**src/rtl/pkf_pkg.sv**
```systemverilog
package pkf_pkg;
  localparam int SAMPLE_W = 32;
  localparam int WORD_W   = 64;
  localparam int SIDE_W   = 128;
  localparam int SEQ_W    = 12;

  typedef struct packed {
    logic [1:0]       kind;
    logic             timed;
    logic             burst_end;
    logic [SEQ_W-1:0] seq;
    logic [15:0]      len;
    logic [15:0]      src;
    logic [15:0]      dst;
  } hdr_t;

  typedef enum logic [1:0] {
    E_FILL = 2'd0,
    E_HDR  = 2'd1,
    E_TS   = 2'd2,
    E_DATA = 2'd3
  } emit_st_t;
endpackage

```
**src/rtl/pkf_pack.sv**
```systemverilog
module pkf_pack
  import pkf_pkg::*;
#(
  parameter int ADDR_W = 5,
  localparam int DEPTH = 1 << ADDR_W,
  localparam int WC_W  = ADDR_W + 1,
  localparam int SC_W  = ADDR_W + 2
) (
  input  logic                clk,
  input  logic                rst_n,
  input  logic                restart,
  input  logic                take,
  input  logic [SAMPLE_W-1:0] smp,
  input  logic                smp_last,
  output logic                wr_en,
  output logic [ADDR_W-1:0]   wr_addr,
  output logic [WORD_W-1:0]   wr_word,
  output logic                full,
  output logic [SC_W-1:0]     smp_cnt
);
  logic [SAMPLE_W-1:0] hi_q;
  logic                half_q, half_d;
  logic [WC_W-1:0]     wcnt_q, wcnt_d;
  logic [SC_W-1:0]     scnt_q, scnt_d;
  logic                hi_en;

  always_comb begin
    half_d  = half_q;
    wcnt_d  = wcnt_q;
    scnt_d  = scnt_q;
    wr_en   = 1'b0;
    wr_word = '0;
    hi_en   = 1'b0;
    if (restart) begin
      half_d = 1'b0;
      wcnt_d = '0;
      scnt_d = '0;
    end else if (take) begin
      scnt_d = scnt_q + SC_W'(1);
      if (half_q) begin
        wr_en   = 1'b1;
        wr_word = {hi_q, smp};
        half_d  = 1'b0;
        wcnt_d  = wcnt_q + WC_W'(1);
      end else if (smp_last) begin
        wr_en   = 1'b1;
        wr_word = {smp, {SAMPLE_W{1'b0}}};
        wcnt_d  = wcnt_q + WC_W'(1);
      end else begin
        hi_en  = 1'b1;
        half_d = 1'b1;
      end
    end
  end

  always_ff @(posedge clk or negedge rst_n) begin
    if (!rst_n) begin
      half_q <= 1'b0;
      wcnt_q <= '0;
      scnt_q <= '0;
    end else begin
      half_q <= half_d;
      wcnt_q <= wcnt_d;
      scnt_q <= scnt_d;
    end
  end

  always_ff @(posedge clk or negedge rst_n) begin
    if (!rst_n) begin
      hi_q <= '0;
    end else if (hi_en) begin
      hi_q <= smp;
    end
  end

  assign wr_addr = wcnt_q[ADDR_W-1:0];
  assign full    = (wcnt_q == WC_W'(DEPTH));
  assign smp_cnt = scnt_q;
endmodule

```
**src/rtl/pkf_store.sv**
```systemverilog
module pkf_store
  import pkf_pkg::*;
#(
  parameter int ADDR_W = 5,
  localparam int DEPTH = 1 << ADDR_W
) (
  input  logic              clk,
  input  logic              wr_en,
  input  logic [ADDR_W-1:0] wr_addr,
  input  logic [WORD_W-1:0] wr_word,
  input  logic [ADDR_W-1:0] rd_addr,
  output logic [WORD_W-1:0] rd_word
);
  logic [WORD_W-1:0] mem [DEPTH];

  always_ff @(posedge clk) begin
    if (wr_en) begin
      mem[wr_addr] <= wr_word;
    end
  end

  assign rd_word = mem[rd_addr];
endmodule

```
**src/rtl/pkf_seq.sv**
```systemverilog
module pkf_seq
  import pkf_pkg::*;
#(
  parameter bit EXT_SEQ = 1'b0
) (
  input  logic             clk,
  input  logic             rst_n,
  input  logic             clear,
  input  logic             capture,
  input  logic             advance,
  input  logic [SEQ_W-1:0] side_seq,
  output logic [SEQ_W-1:0] seq
);
  logic [SEQ_W-1:0] seq_q, seq_d;

  generate
    if (EXT_SEQ) begin : g_ext
      always_comb begin
        seq_d = seq_q;
        if (capture) seq_d = side_seq;
      end
    end else begin : g_int
      always_comb begin
        seq_d = seq_q;
        if (clear)        seq_d = '0;
        else if (advance) seq_d = seq_q + SEQ_W'(1);
      end
    end
  endgenerate

  always_ff @(posedge clk or negedge rst_n) begin
    if (!rst_n) seq_q <= '0;
    else        seq_q <= seq_d;
  end

  assign seq = seq_q;
endmodule

```
**src/rtl/pkf_emit.sv**
```systemverilog
module pkf_emit
  import pkf_pkg::*;
#(
  parameter int ADDR_W = 5,
  localparam int NW_W  = ADDR_W + 1,
  localparam int SC_W  = ADDR_W + 2
) (
  input  logic              clk,
  input  logic              rst_n,
  input  logic              flush,
  input  logic              capture,
  input  logic [SIDE_W-1:0] side,
  input  logic [SC_W-1:0]   nsamp,
  input  logic [SEQ_W-1:0]  seq,
  output logic [ADDR_W-1:0] rd_addr,
  input  logic [WORD_W-1:0] rd_word,
  output logic [WORD_W-1:0] o_data,
  output logic              o_last,
  output logic              o_valid,
  input  logic              o_ready,
  output logic              busy,
  output logic              sent
);
  emit_st_t          st_q, st_d;
  hdr_t              hdr_q, hdr_d, hdr_out;
  logic [63:0]       ts_q, ts_d;
  logic [NW_W-1:0]   nw_q, nw_d;
  logic [NW_W-1:0]   ptr_q, ptr_d;
  logic              fin;

  assign fin = (st_q == E_DATA) && (ptr_q == nw_q - NW_W'(1));

  always_comb begin
    st_d  = st_q;
    hdr_d = hdr_q;
    ts_d  = ts_q;
    nw_d  = nw_q;
    ptr_d = ptr_q;
    sent  = 1'b0;
    if (flush) begin
      st_d  = E_FILL;
      ptr_d = '0;
    end else begin
      case (st_q)
        E_FILL: begin
          if (capture) begin
            hdr_d     = hdr_t'(side[127:64]);
            hdr_d.len = 16'({nsamp, 2'b00}) + (side[125] ? 16'd16 : 16'd8);
            ts_d      = side[63:0];
            nw_d      = NW_W'((nsamp + SC_W'(1)) >> 1);
            ptr_d     = '0;
            st_d      = E_HDR;
          end
        end
        E_HDR: begin
          if (o_ready) st_d = hdr_q.timed ? E_TS : E_DATA;
        end
        E_TS: begin
          if (o_ready) st_d = E_DATA;
        end
        E_DATA: begin
          if (o_ready) begin
            if (fin) begin
              st_d  = E_FILL;
              ptr_d = '0;
              sent  = 1'b1;
            end else begin
              ptr_d = ptr_q + NW_W'(1);
            end
          end
        end
        default: st_d = E_FILL;
      endcase
    end
  end

  always_ff @(posedge clk or negedge rst_n) begin
    if (!rst_n) begin
      st_q  <= E_FILL;
      hdr_q <= '0;
      ts_q  <= '0;
      nw_q  <= '0;
      ptr_q <= '0;
    end else begin
      st_q  <= st_d;
      hdr_q <= hdr_d;
      ts_q  <= ts_d;
      nw_q  <= nw_d;
      ptr_q <= ptr_d;
    end
  end

  always_comb begin
    hdr_out     = hdr_q;
    hdr_out.seq = seq;
    case (st_q)
      E_HDR:   o_data = hdr_out;
      E_TS:    o_data = ts_q;
      E_DATA:  o_data = rd_word;
      default: o_data = '0;
    endcase
  end

  assign rd_addr = ptr_q[ADDR_W-1:0];
  assign o_valid = (st_q != E_FILL);
  assign o_last  = fin;
  assign busy    = (st_q != E_FILL);
endmodule

```
**src/rtl/pkf_framer.sv**
```systemverilog
module pkf_framer
  import pkf_pkg::*;
#(
  parameter int BUF_LOG2 = 5,
  parameter bit EXT_SEQ  = 1'b0,
  localparam int SC_W    = BUF_LOG2 + 2
) (
  input  logic          clk,
  input  logic          rst_n,
  input  logic          clear,
  input  logic [31:0]   s_tdata,
  input  logic [127:0]  s_tuser,
  input  logic          s_tlast,
  input  logic          s_tvalid,
  output logic          s_tready,
  output logic [63:0]   m_tdata,
  output logic          m_tlast,
  output logic          m_tvalid,
  input  logic          m_tready
);
  logic                take, capture, restart, full, busy, sent;
  logic                wr_en;
  logic [BUF_LOG2-1:0] wr_addr, rd_addr;
  logic [WORD_W-1:0]   wr_word, rd_word;
  logic [SC_W-1:0]     smp_cnt, nsamp;
  logic [SEQ_W-1:0]    seq;

  assign s_tready = !busy && !full;
  assign take     = s_tvalid && s_tready;
  assign capture  = take && s_tlast && !clear;
  assign restart  = clear || sent;
  assign nsamp    = smp_cnt + SC_W'(1);

  pkf_pack #(.ADDR_W(BUF_LOG2)) u_pack (
    .clk(clk), .rst_n(rst_n), .restart(restart), .take(take),
    .smp(s_tdata), .smp_last(s_tlast),
    .wr_en(wr_en), .wr_addr(wr_addr), .wr_word(wr_word),
    .full(full), .smp_cnt(smp_cnt)
  );

  pkf_store #(.ADDR_W(BUF_LOG2)) u_store (
    .clk(clk), .wr_en(wr_en), .wr_addr(wr_addr), .wr_word(wr_word),
    .rd_addr(rd_addr), .rd_word(rd_word)
  );

  pkf_seq #(.EXT_SEQ(EXT_SEQ)) u_seq (
    .clk(clk), .rst_n(rst_n), .clear(clear), .capture(capture),
    .advance(sent), .side_seq(s_tuser[123:112]), .seq(seq)
  );

  pkf_emit #(.ADDR_W(BUF_LOG2)) u_emit (
    .clk(clk), .rst_n(rst_n), .flush(clear), .capture(capture),
    .side(s_tuser), .nsamp(nsamp), .seq(seq),
    .rd_addr(rd_addr), .rd_word(rd_word),
    .o_data(m_tdata), .o_last(m_tlast), .o_valid(m_tvalid), .o_ready(m_tready),
    .busy(busy), .sent(sent)
  );
endmodule

```
**config.mk**
```make
export PLATFORM = sky130hd
export DESIGN_NAME = pkf_framer
export DESIGN_NICKNAME = d
export VERILOG_FILES = /design/src/rtl/pkf_pkg.sv /design/src/rtl/pkf_pack.sv /design/src/rtl/pkf_store.sv /design/src/rtl/pkf_seq.sv /design/src/rtl/pkf_emit.sv /design/src/rtl/pkf_framer.sv
export SDC_FILE = /design/constraint.sdc
export NUM_CORES = 2
export LEC_CHECK = 0
export BUFFER_PORTS_ARGS = -buffer_cell sky130_fd_sc_hd__buf_2
export CORE_MARGIN = 5
export CORE_UTILIZATION = 40
export DETAILED_ROUTE_END_ITERATION = 12
export GPL_ROUTABILITY_DRIVEN = 0
export GPL_TIMING_DRIVEN = 1
export HOLD_SLACK_MARGIN = 0.05
export PLACE_DENSITY = 0.67
export SYNTH_ARGS = -nofsm -noshare
export SYNTH_HDL_FRONTEND = slang
export SYNTH_SLANG_ARGS = --single-unit
export TNS_END_PERCENT = 20
```
**constraint.sdc**
```tcl
create_clock -name clk -period 9.9 [get_ports clk]
set_input_delay 0.99 -clock clk [delete_from_list [all_inputs] [get_ports clk]]
set_output_delay 0.99 -clock clk [all_outputs]
set_load 0.005 [all_outputs]
```
Word-level counts from Yosys, hierarchy flattened:

Memory sizes are Yosys's and may differ from the RTL's.
Cells that the tools add are included.

* add/sub/neg operators: 7
* multiply operators: 0
* divide/modulo/power cells: 0
* order comparisons: 0
* equal/unequal tests: 10
* shift-type cells: 0
* multiplexer cells: 43
* bitwise gates (word level): 1
* reductions and logical operators: 19

Operators by type and width (count)
* 64-bit 2-to-1 mux: 4
* 64-bit case mux with 3 select lines: 1
* 6-bit 2-to-1 mux: 8
* 12-bit 2-to-1 mux: 2
* 1-bit 2-to-1 mux: 17
* 9-bit by 16-bit adder with 16-bit output: 1
* 3-bit != test (second input constant): 5
* 7-bit by 1-bit adder with 7-bit output (second input constant): 2
* 7-bit 2-to-1 mux: 2
* 12-bit by 1-bit adder with 12-bit output (second input constant): 1
* 6-bit by 1-bit adder with 6-bit output (second input constant): 2
* 2-bit 2-to-1 mux: 6
* 6-bit case mux with 2 select lines: 1
* 2-bit case mux with 4 select lines: 1
* 6-bit == test: 1
* 6-bit == test (second input constant): 1
* 3-bit AND reduction: 2
* 2-bit nonzero test: 3
* 3-bit nonzero test: 2
* 6-bit by 1-bit subtractor with 6-bit output (second input constant): 1
* 1-bit logical AND: 5
* 5-bit 2-to-1 mux: 1
* 5-bit AND reduction: 1
* 2-bit == test (second input constant): 2
* other kinds (6): 8

* register bits: 188
* latch bits: 0
* bits in writable memories: 2048
* bits in read-only memories: 0
* input port bits: 166
* output and inout bits: 67
* memories: 1

Memory list
* u_store.mem: depth 32, bits a word 64, read ports 1, clocked after memory_dff 0, wr ports 1, RTL line pkf_store.sv:14 `logic [WORD_W-1:0] mem [DEPTH];`

Longest topological paths before layout:

* depth in word-level cells: 11
* depth in mapped cells: 10
* mapped depth without buffers: 9

Hierarchy:

Synthesis repeated with hierarchy kept, for this count alone.

* cells, all modules: 3861
* area, all modules: 87052.2 sq um

By module, submodules not included
* pkf_store: times used 1, cells an instance 3033, area an instance 77684.5 sq um, sequential area each 61499.0 sq um
* pkf_emit: times used 1, cells an instance 530, area an instance 6125.9 sq um, sequential area each 3052.9 sq um
* pkf_pack: times used 1, cells an instance 221, area an instance 2507.4 sq um, sequential area each 1151.1 sq um
* pkf_seq: times used 1, cells an instance 61, area an instance 611.8 sq um, sequential area each 300.3 sq um
* pkf_framer: times used 1, cells an instance 16, area an instance 122.6 sq um, sequential area each 0.0 sq um

Worst setup path after synthesis:

No wires, ideal clock.

* kind: flip-flop to flip-flop
* from: register u_emit.nw_q[0]
* to: memory u_store.mem[0][0] (enable)
* arrival time: 7.526 ns
* required time: 9.256 ns
* slack: 1.730 ns
* stages on the path, launching flop included: 9
* path buffers: 0
* period minus slack after synthesis: 8.170 ns
* cell sequence: dfrtp_1 inv_1 ha_1 nand2b_1 a21oi_1 o31ai_4 nand3_2 nand2b_1 nor4_1

* cells in the longest elaborated chain, start to end: 11

RTL lines
* start: declaration: RTL line pkf_emit.sv:27 `logic [NW_W-1:0] nw_q, nw_d;`
* start signal: assignment: RTL line pkf_emit.sv:88 `nw_q <= nw_d;`
* 6-bit by 1-bit subtractor with 6-bit output: RTL line pkf_emit.sv:31 `assign fin = (st_q == E_DATA) && (ptr_q == nw_q - NW_W'(1));`
* 6-bit == test: RTL line pkf_emit.sv:31
* 1-bit logical AND: RTL line pkf_emit.sv:31
* 1-bit 2-to-1 mux: RTL line pkf_emit.sv:63 `if (fin) begin`
* 1-bit 2-to-1 mux: RTL line pkf_emit.sv:62 `if (o_ready) begin`
* 1-bit 2-to-1 mux: RTL line pkf_emit.sv:44 `case (st_q)`
* 1-bit 2-to-1 mux: RTL line pkf_emit.sv:40 `if (flush) begin`
* 1-bit logical OR: RTL line pkf_framer.sv:31 `assign restart = clear || sent;`
* 1-bit 2-to-1 mux: RTL line pkf_pack.sv:34 `if (restart) begin`
* 1-bit 2-to-1 mux: RTL line pkf_store.sv:17 `if (wr_en) begin`
* 1-bit 2-to-1 mux (not written as such): RTL line pkf_store.sv:18 `mem[wr_addr] <= wr_word;`
* end: declaration: RTL line pkf_store.sv:14

Every way passes these cells.

Final worst setup path:

* from: register u_emit.ptr_q[0]
* to: output m_tdata[0]

* cells in the longest elaborated chain, start to end: 2

RTL lines
* start: declaration: RTL line pkf_emit.sv:28 `logic [NW_W-1:0] ptr_q, ptr_d;`
* start signal: assignment: RTL line pkf_emit.sv:89 `ptr_q <= ptr_d;`
* memory 32 x 64 bit
* 64-bit case mux with 3 select lines: RTL line pkf_emit.sv:96 `case (st_q)`
* end: declaration: RTL line pkf_framer.sv:16 `output logic [63:0] m_tdata,`

Every way passes these cells.

==> impl_metrics.env <==
export IMPL_rows=172
export IMPL_dieArea_mm2=0.229
export IMPL_cts_setup_buffers=0
export IMPL_worstPathRequired_ps=8910
export IMPL_p_int_mw=16.0
export IMPL_dpl_hpwl_um=132000
export IMPL_viasPerCell=5.84
export IMPL_wl_per_cell_um=30.3
export IMPL_syn_nets=4643
export IMPL_root_buffer="clkbuf_16"
export IMPL_pwr_share_seq_pct=51.1
export IMPL_syn_area_mm2=0.0878
export IMPL_regArea_mm2=0.0660
export IMPL_r2r_cells=9
export IMPL_cp_end_kind="primary output"
export IMPL_r2r_end="u_store.mem[19][5]$_DFFE_PP_"
export IMPL_synthTopCellsByCount="2048 x edfxtp_1, 456 x mux4_2, 378 x nand2_1"
export IMPL_hold_violations=0
export IMPL_min_period_ps=6500
export IMPL_setup_tns_ps=0
export IMPL_fin_cells=7793
export IMPL_syn2layout_area_growth_pct=13.5
export IMPL_yosysTopAreaCellShare_pct=70.1
export IMPL_cts_tree="done"
export IMPL_clockBufferDepth=3
export IMPL_ys_types=61
export IMPL_grt_max_degree=122
export IMPL_layout_drive_gt1_share_pct=25.6
export IMPL_switching_share_pct=24.3
export IMPL_cts_hold_buf=0
export IMPL_pwr_share_clk_pct=38.2
export IMPL_finalNetCount=4912
export IMPL_io_buffer_count=204
export IMPL_clock_sinks=2228
export IMPL_grt_usage_pct=20.3
export IMPL_via_count=45500
export IMPL_drv_cap=0
export IMPL_status="finished clean"
export IMPL_r2r_slack_ps=3990
export IMPL_ys_flop_type="edfxtp_1"
export IMPL_irDropWorstVdd_mv=0.157
export IMPL_worstPathArrival_ps=5510
export IMPL_firstDrtPassIters=6
export IMPL_worst_pin_slew_ps=1300
export IMPL_coreArea_mm2=0.219
export IMPL_p_per_area_mw_per_mm2=212
export IMPL_yosys_area_top_type="edfxtp_1"
export IMPL_clock_skew_ps=66.1
export IMPL_async_flop_share_pct=8.08
export IMPL_synth_warnings=0
export IMPL_grt_pass1_wl_um=336000
export IMPL_cts_clk_slew_worst_paths_ps=60
export IMPL_worstReg2RegStart="u_emit.st_q[0]$_DFFE_PN0P_"
export IMPL_min_path_type="input pin to asynchronous set/reset pin"
export IMPL_path_class="flip-flop to primary output"
export IMPL_die_h_um=478
export IMPL_grt_pass1_vias=46000
export IMPL_cts_resized=0
export IMPL_drtIter0Drc=5701
export IMPL_clk_latency_ps=860
export IMPL_multi_input_area_mm2=0.0209
export IMPL_timing_final_crit_share_pct=65.7
export IMPL_synth_edff_count=2048
export IMPL_overflow=0
export IMPL_n_fill_cell=18200
export IMPL_p_leak_nw=30.4
export IMPL_cts_buffers=209
export IMPL_ys_ff_latch=2228
export IMPL_crit_fanout=51
export IMPL_fmax_ghz=0.154
export IMPL_cts_max_level=4
export IMPL_start_kind="flip-flop"
export IMPL_drcViolationCount=0
export IMPL_routed_wl_um=236000
export IMPL_rsz0062_at_grt="no"
export IMPL_comb_power_share_pct=10.7
export IMPL_synthCells=4460
export IMPL_synth_area_leaders="edfxtp_1 70%, mux4_2 12%, dfrtp_1 5.1%"
export IMPL_initial_core_util_pct=40.1
export IMPL_drv_slew=0
export IMPL_p_sw_mw=5.14
export IMPL_antenna_left=0
export IMPL_seq_area_frac_synth_pct=75.2
export IMPL_setup_violations=0
export IMPL_relSlewSlack_pct=12.5
export IMPL_pin_count=233
export IMPL_avgSynthCellArea_um2=19.7
export IMPL_dp_cells=7389
export IMPL_antenna_found_initial=22
export IMPL_synth_most_common_cell="edfxtp_1"
export IMPL_die_w_um=478
==> power groups by stage <==
| stage | logic (mW) | clock network, mW | registers (mW) |
|---|---|---|---|
| after floorplan | 1.42 | 0 | 10.9 |
| after global placement | 2.27 | 0 | 11.0 |
| after detailed placement | 2.30 | 0 | 11.0 |
| after global routing | 2.45 | 8.59 | 10.8 |
| final | 2.27 | 8.07 | 10.8 |
| after CTS | 2.31 | 8.18 | 10.8 |
==> registers in the layout, summed over array words and instances (netlist names) <==
name / flops
u_emit.ptr_q: 6
u_pack.wcnt_q: 6
u_emit.nw_q: 6
u_emit.st_q: 2
u_pack.half_q: 1
u_store.mem: 2048
u_pack.hi_q: 32
u_emit.hdr_out: 44
u_pack.smp_cnt: 7
u_emit.ts_q: 64
u_seq.seq: 12
==> metrics by stage <==
stage               cell area [um^2]  setup WS, ps  hold slack (ps)  utilization [%]  power (mW)
floorplan                      87800          1730              444                -        12.3
global placement               92600          4180              463             42.3        13.3
detailed placement             92600          4060              463             42.3        13.3
CTS                            99600          3260              134             45.4        21.3
global route                   99600          3150              170             45.4        21.9
finish                         99600          3400              153             45.5        21.2
==> worst max-delay path by stage <==
stage                     depth (start not counted)  slack (ps)                         from                            to
final                                             8        3400  u_emit.ptr_q[0]$_DFFE_PN0P_                    m_tdata[0]
after global routing                              8        3150  u_emit.ptr_q[0]$_DFFE_PN0P_                    m_tdata[0]
after CTS                                         8        3260  u_emit.ptr_q[0]$_DFFE_PN0P_                    m_tdata[0]
after detailed placement                          9        4060   u_emit.st_q[0]$_DFFE_PN0P_  u_store.mem[19][9]$_DFFE_PP_
after global placement                            9        4180   u_emit.st_q[0]$_DFFE_PN0P_  u_store.mem[19][9]$_DFFE_PP_
after floorplan                                   8        1730   u_emit.nw_q[0]$_DFFE_PN0P_   u_store.mem[0][0]$_DFFE_PP_
==> area by class of cell <==
class | count | area share (%)
Tap cell | 2871 | 3.61
Timing Repair Buffer | 333 | 2.12
Clock buffer | 266 | 5.60
Multi-Input combinational cell | 1943 | 21.0
Inverter | 14 | 0.0528
Sequential cell | 2228 | 66.3
Clock inverter | 123 | 1.34
Antenna cell | 15 | 0.0377
==> kinds of logic (layout without fill, tap and decap cells) <==
kind of cell | count (synthesis) | count (layout) | share of synthesized area, %
flops | 2228 | 2228 | 75.2
mux | 799 | 799 | 15.7
simple gates | 653 | 653 | 3.21
compound gates | 442 | 442 | 3.84
buf+inv | 289 | 736 | 1.44
xor+xnor | 32 | 32 | 0.319
fa+ha+maj | 17 | 17 | 0.251
other cells | 0 | 15 | 0
==> critical path: stages, from the launching register on <==
cell and delay, ps:
dfrtp_4 890, buf_4 690, buf_4 880, mux2i_1 180, a22oi_1 260, o211ai_1 180, o2111a_1 220, a311oi_1 1020
buf_2 280
==> cells in the final DEF, fill, tap and decap left out, types with 10 or more instances in the layout <==
master / n
edfxtp_1: 2048
nand3_1: 21
o2111a_1: 32
dfrtp_1: 174
xnor2_1: 12
nor3_1: 10
and3_1: 60
a211oi_1: 11
nand2_1: 374
mux2i_1: 250
clkbuf_16: 212
clkinv_1: 42
mux4_2: 456
clkbuf_1: 47
nand4_1: 10
nor2_1: 84
a22oi_1: 143
buf_4: 120
o2111ai_1: 48
o21ai_0: 33
o211ai_1: 57
diode_2: 15
a311oi_1: 34
mux2_2: 88
or3_1: 10
clkinv_2: 35
xor2_1: 20
a21oi_1: 54
buf_2: 203
nor2_4: 30
inv_1: 13
nor2_2: 11
ha_1: 13
bufinv_16: 23
==> per-layer routing <==
metal / GRT usage [%] / vias up / wire (um)
li1: - / 18800 / -
met1: 26.6 / 24200 / 91100
met2: 33.8 / 2090 / 117000
met3: 3.21 / 450 / 16600
met4: 8.92 / 2 / 11600
met5: 0 / - / 14
(Power assumes the default switching activity.)
